<file path="config.mk">
export PLATFORM = sky130hd
export DESIGN_NAME = i2c_tx_master
export DESIGN_NICKNAME = d
export VERILOG_FILES = /design/src/rtl/i2c_tx_master.sv
export SDC_FILE = /design/constraint.sdc
export NUM_CORES = 1
export LEC_CHECK = 0
export ABC_AREA = 1
export BUFFER_PORTS_ARGS = -buffer_cell sky130_fd_sc_hd__buf_4
export CAP_MARGIN = 25
export CORE_ASPECT_RATIO = 0.7
export CORE_MARGIN = 1.5
export CORE_UTILIZATION = 62
export CTS_CLUSTER_DIAMETER = 30
export DETAILED_ROUTE_END_ITERATION = 8
export PLACE_DENSITY = 0.93
export SLEW_MARGIN = 10
export SYNTH_ARGS = -nofsm -noshare
export SYNTH_HDL_FRONTEND = slang
export SYNTH_SLANG_ARGS = --single-unit
</file>
<file path="constraint.sdc">
create_clock -name clk -period 3.7 [get_ports clk]
set_input_delay 0.74 -clock clk [delete_from_list [all_inputs] [get_ports clk]]
set_output_delay 0.74 -clock clk [all_outputs]
set_load 0.01 [all_outputs]
</file>
<file path="src/rtl/i2c_tx_master.sv">
module i2c_tx_master #(
  parameter logic [7:0] DIV_RST = 8'd4
) (
  input  logic       clk,
  input  logic       rst_n,
  input  logic       reg_we,
  input  logic [1:0] reg_addr,
  input  logic [7:0] reg_wdata,
  output logic       irq_flag,
  output logic [7:0] status,
  output logic [7:0] data_q,
  output logic       wcol,
  input  logic       scl_i,
  input  logic       sda_i,
  output logic       scl_drive_low,
  output logic       sda_drive_low
);
  localparam logic [3:0] S_IDLE = 4'd0, S_WFREE = 4'd1, S_STA1 = 4'd2, S_STA2 = 4'd3,
                         S_HOLD = 4'd4, S_BLO = 4'd5, S_BHI = 4'd6, S_ALO = 4'd7,
                         S_AHI = 4'd8, S_STO1 = 4'd9, S_STO2 = 4'd10, S_STO3 = 4'd11,
                         S_RS1 = 4'd12, S_RS2 = 4'd13;

  logic [3:0] state;
  logic [7:0] div_q, cnt, shreg;
  logic [2:0] bitn;
  logic       scl_low, sda_low, owned_q, is_addr, rs_q;

  wire ctl_wr = reg_we && reg_addr == 2'd0;
  wire go     = ctl_wr && reg_wdata[7] && reg_wdata[0];
  wire timed  = state inside {S_STA1, S_STA2, S_BLO, S_BHI, S_ALO, S_AHI,
                              S_STO1, S_STO2, S_STO3, S_RS1, S_RS2};
  wire tick   = cnt == div_q;

  assign scl_drive_low = scl_low;
  assign sda_drive_low = sda_low;

  always_ff @(posedge clk or negedge rst_n) begin
    if (!rst_n) begin
      state <= S_IDLE; div_q <= DIV_RST; cnt <= '0; shreg <= '0; bitn <= '0;
      scl_low <= 1'b0; sda_low <= 1'b0; owned_q <= 1'b0; is_addr <= 1'b0; rs_q <= 1'b0;
      irq_flag <= 1'b0; status <= 8'hF8; data_q <= '0; wcol <= 1'b0;
    end else begin
      cnt <= (timed && !tick) ? cnt + 8'd1 : 8'd0;
      if (reg_we && reg_addr == 2'd2) div_q <= reg_wdata;
      if (reg_we && reg_addr == 2'd1) begin
        if (irq_flag) begin data_q <= reg_wdata; wcol <= 1'b0; end
        else wcol <= 1'b1;
      end
      if (ctl_wr && reg_wdata[7]) irq_flag <= 1'b0;

      case (state)
        S_IDLE: if (go && reg_wdata[1] && !reg_wdata[2]) state <= S_WFREE;
        S_WFREE: if (scl_i && sda_i) begin
          sda_low <= 1'b1; rs_q <= 1'b0; state <= S_STA1;
        end
        S_STA1: if (tick) begin scl_low <= 1'b1; state <= S_STA2; end
        S_STA2: if (tick) begin
          irq_flag <= 1'b1; status <= rs_q ? 8'h10 : 8'h08;
          owned_q <= 1'b1; is_addr <= 1'b1; state <= S_HOLD;
        end
        S_HOLD: if (go) begin
          if (reg_wdata[2]) begin sda_low <= 1'b1; state <= S_STO1; end
          else if (reg_wdata[1]) begin sda_low <= 1'b0; state <= S_RS1; end
          else begin
            shreg <= data_q; bitn <= 3'd7; sda_low <= ~data_q[7]; state <= S_BLO;
          end
        end
        S_BLO: if (tick) begin scl_low <= 1'b0; state <= S_BHI; end
        S_BHI: if (tick) begin
          if (!sda_low && !sda_i) begin
            status <= 8'h38; irq_flag <= 1'b1; owned_q <= 1'b0;
            scl_low <= 1'b0; sda_low <= 1'b0; state <= S_IDLE;
          end else begin
            scl_low <= 1'b1;
            if (bitn == 3'd0) begin sda_low <= 1'b0; state <= S_ALO; end
            else begin
              bitn <= bitn - 3'd1; shreg <= {shreg[6:0], 1'b0};
              sda_low <= ~shreg[6]; state <= S_BLO;
            end
          end
        end
        S_ALO: if (tick) begin scl_low <= 1'b0; state <= S_AHI; end
        S_AHI: if (tick) begin
          scl_low <= 1'b1; irq_flag <= 1'b1; is_addr <= 1'b0;
          if (is_addr) status <= sda_i ? 8'h20 : 8'h18;
          else         status <= sda_i ? 8'h30 : 8'h28;
          state <= S_HOLD;
        end
        S_STO1: if (tick) begin scl_low <= 1'b0; state <= S_STO2; end
        S_STO2: if (tick) begin sda_low <= 1'b0; state <= S_STO3; end
        S_STO3: if (tick) begin owned_q <= 1'b0; status <= 8'hF8; state <= S_IDLE; end
        S_RS1: if (tick) begin scl_low <= 1'b0; state <= S_RS2; end
        S_RS2: if (tick) begin sda_low <= 1'b1; rs_q <= 1'b1; state <= S_STA1; end
        default: state <= S_IDLE;
      endcase
    end
  end
endmodule


</file>
==> key figures <==
STA
  – Fin crit period: 1.93 ns
  – Period utilisation layout: 52.1%
  – Pins Over Slew Limit: 0
  – Fin. Hold Viols: 0
  – Slew HR: 60.3%
  – Skew final: 0.00880 ns
  – Setup TNS: 0 ns
  – Fmax: 519 MHz
  – Final setup fails: 0
  – Slew at the pin closest to its max-slew limit: 0.593 ns
  – RSZ-0062 raised after global routing: no

Final layout
  – Fillers: 342
  – Share of layout cells above drive strength 1: 16.6%
  – Layout area overhead: 12.8%
  – Commonest non-fill, non-tap cell in the layout: nand2_1
  – Post-layout util: 73.0%
  – ANT cells: 0
  – # nets final: 427
  – Most frequent cells in the layout: nand2_1 (127), inv_1 (47), dfrtp_1 (43)

Power and ir drop
  – Sw power: 935 uW
  – Sw frac: 41.4%
  – Final total power: 2260 uW
  – Internal: 1320 uW
  – Power share of the clock group: 18.5%
  – Pwr dens: 715 mW/mm2
  – Pleak: 0.00170 uW
  – Peak VDD IR: 0.000460 V
  – Seq pwr share: 38.6%
  – Combinational fraction of design power: 42.9%

Global route
  – Initial antenna violation count: 0
  – GR Util All Layers: 29.0%
  – First-pass GRT wire length: 11100 um
  – Number of global-route vias before repair: 2386
  – Largest net degree at the start of global routing: 49
  – Global route overflow: 0

Logic synthesis
  – Synth unique cells: 39
  – Synth Cell Area: 0.00280 mm2
  – Leading area contributor after synthesis: dfrtp_1
  – Mean instance size in the synthesized netlist: 7.39 um2
  – Yosys reg bits: 48
  – Largest cells by area after synthesis: dfrtp_1 (38%), nand2_1 (17%), inv_1 (6.3%)
  – Post-synthesis sequential area ratio: 43.1%
  – Yosys Warn Count: 0
  – Top-area cell type share of the netlist area: 38.4%
  – Syn Inst Count: 379

Critical path
  – WP data required: 3.90 ns
  – Worst r2r src: state[3]
  – CP Launch Type: register
  – Buf+Inv Stages, Crit Path: 1
  – Critical-path top delay cell: dfrtp_1
  – CP most frequent cell: nand2_1
  – Crit-path max FO: 8
  – R2R Path End: state[1]
  – Delay-heaviest family, CP: simple AND/OR/NAND/NOR gates
  – Crit path DAT: 2.13 ns
  – Crit end category: register
  – R2r setup slk: 1.77 ns
  – Crit-path cells: nor2_1, inv_1, nor2_1, nor2_1, nand2_1, nand2_1, nand2_1, nor2_2, nand2_2, nand2_1, nand2_1
  – Critical path class: register to register
  – R2R cell count: 11
  – Worst path max stage delay: 0.56 ns

Outcome
  – Outcome: completed

CTS
  – # hold bufs at CTS: 0
  – Clock sinks: 48
  – Htree depth: 2
  – CTS tree: built
  – Clk buf depth: 2
  – CTS Root Cell: clkbuf_8
  – Clock transition at the registers of the reported paths: 0.09 ns
  – Post-CTS Setup Inserts: 0
  – Clock latency on the worst-skew pair: 0.31 ns
  – Post-CTS Resized: 0
  – Clock buffer count from CTS: 5

Die
  – Initial Util: 64.7%
  – CORE AREA: 0.00433 mm2
  – # rows: 20
  – Die area: 0.00494 mm2
  – # IOs: 35
  – Chip Width: 83.4 um
  – Die Y: 59.3 um

Route
  – First DRT Iteration DRCs: 233
  – Residual DRC: 0
  – Vias per inst: 5.45
  – Post-Route WL: 6540 um
  – WL/cell: 14.1 um
  – Drt first pass iters: 5
  – Vias: 2529
  – Routed Antenna Nets: 0

Job
  – Max_cap viols: 0

Placement
  – Half-perimeter wire length after placement: 4980 um
  – Number of port buffers: 31
  – GP Congestion: 0.997

Worst hold path
  – Hold Path Class: input port to async pin
==> cells in the mapped netlist (all sizes together) <==
master   number
nand4         3
nand3b        1
nor3          6
dfstp         5
conb          1
nand3        14
xor2          4
xnor2         2
o21ai        37
a22o          1
a21oi         9
nor3b         3
inv          51
ha            4
clkbuf        2
a31oi         2
buf          10
o2111ai       1
o311ai        1
o211ai        2
or2           1
dfrtp        43
nor4          1
nand2       132
nor2         43
==> worst max path at each step <==
stage,from,endpoint,slack (ns),cells after the start
4_1_cts,div_q[2],state[3],1.80,13
2_1_floorplan,reg_we,bitn[2],2.02,8
6_report,state[3],state[1],1.77,11
5_1_grt,div_q[2],state[1],1.61,11
3_3_place_gp,reg_addr[1],bitn[2],1.77,8
3_5_place_dp,reg_we,bitn[2],1.69,9
==> stage by stage <==
step / instance area, um2 / setup WS (ns) / hold WS (ns) / instances
2_1_floorplan: 2810 / 2.02 / 0.444 / 381
3_5_place_dp: 3030 / 1.69 / 0.474 / 455
4_1_cts: 3160 / 1.80 / 0.445 / 463
5_1_grt: 3160 / 1.61 / 0.472 / 464
6_report: 3160 / 1.77 / 0.423 / 464
3_3_place_gp: 3030 / 1.77 / 0.465 / 455
==> layer usage <==
layer  GRT usage, %  share of wire (%)  wire length [um]
met5              0                  0                 0
met4           5.48               0.64                42
met3           8.08                7.4               484
met2           48.2                 46              2990
met1           39.3                 46              3020
==> power by group through the flow <==
stage | Combinational [uW] | Sequential [uW] | Clock, uW
finish | 969 | 872 | 418
global route | 1100 | 899 | 441
CTS | 963 | 869 | 420
detailed placement | 959 | 878 | 0
global placement | 913 | 867 | 0
floorplan | 671 | 858 | 0
==> area by class of cell <==
class / count / area, um2 / area share [%]
multi-input combinational: 270 / 1330 / 42.0
sequential: 48 / 1210 / 38.2
timing repair buffer: 32 / 238 / 7.52
inverter: 51 / 191 / 6.06
clock buffer: 7 / 96.3 / 3.05
tap: 55 / 68.8 / 2.18
clock inverter: 1 / 30.0 / 0.950
==> sequential cells by signal, summed over array words and instances (netlist names) <==
name           cells
state              4
status             4
scl_drive_low      1
rs_q               1
wcol               1
cnt                8
data_q             8
shreg              7
irq_flag           1
is_addr            1
sda_drive_low      1
div_q              8
bitn               3
==> cell families after synthesis <==
logic type / count (synthesis) / share of synthesized area [%]
AOI/OAI and AO/OA: 53 / 10.9
and+or+nand+nor: 204 / 32.4
adders and majority gates: 4 / 1.79
buffers and inverters: 63 / 9.78
DFF: 48 / 43.1
xor gates and xnor gates: 6 / 1.87
other: 1 / 0.134
(Power assumes the default switching activity.)
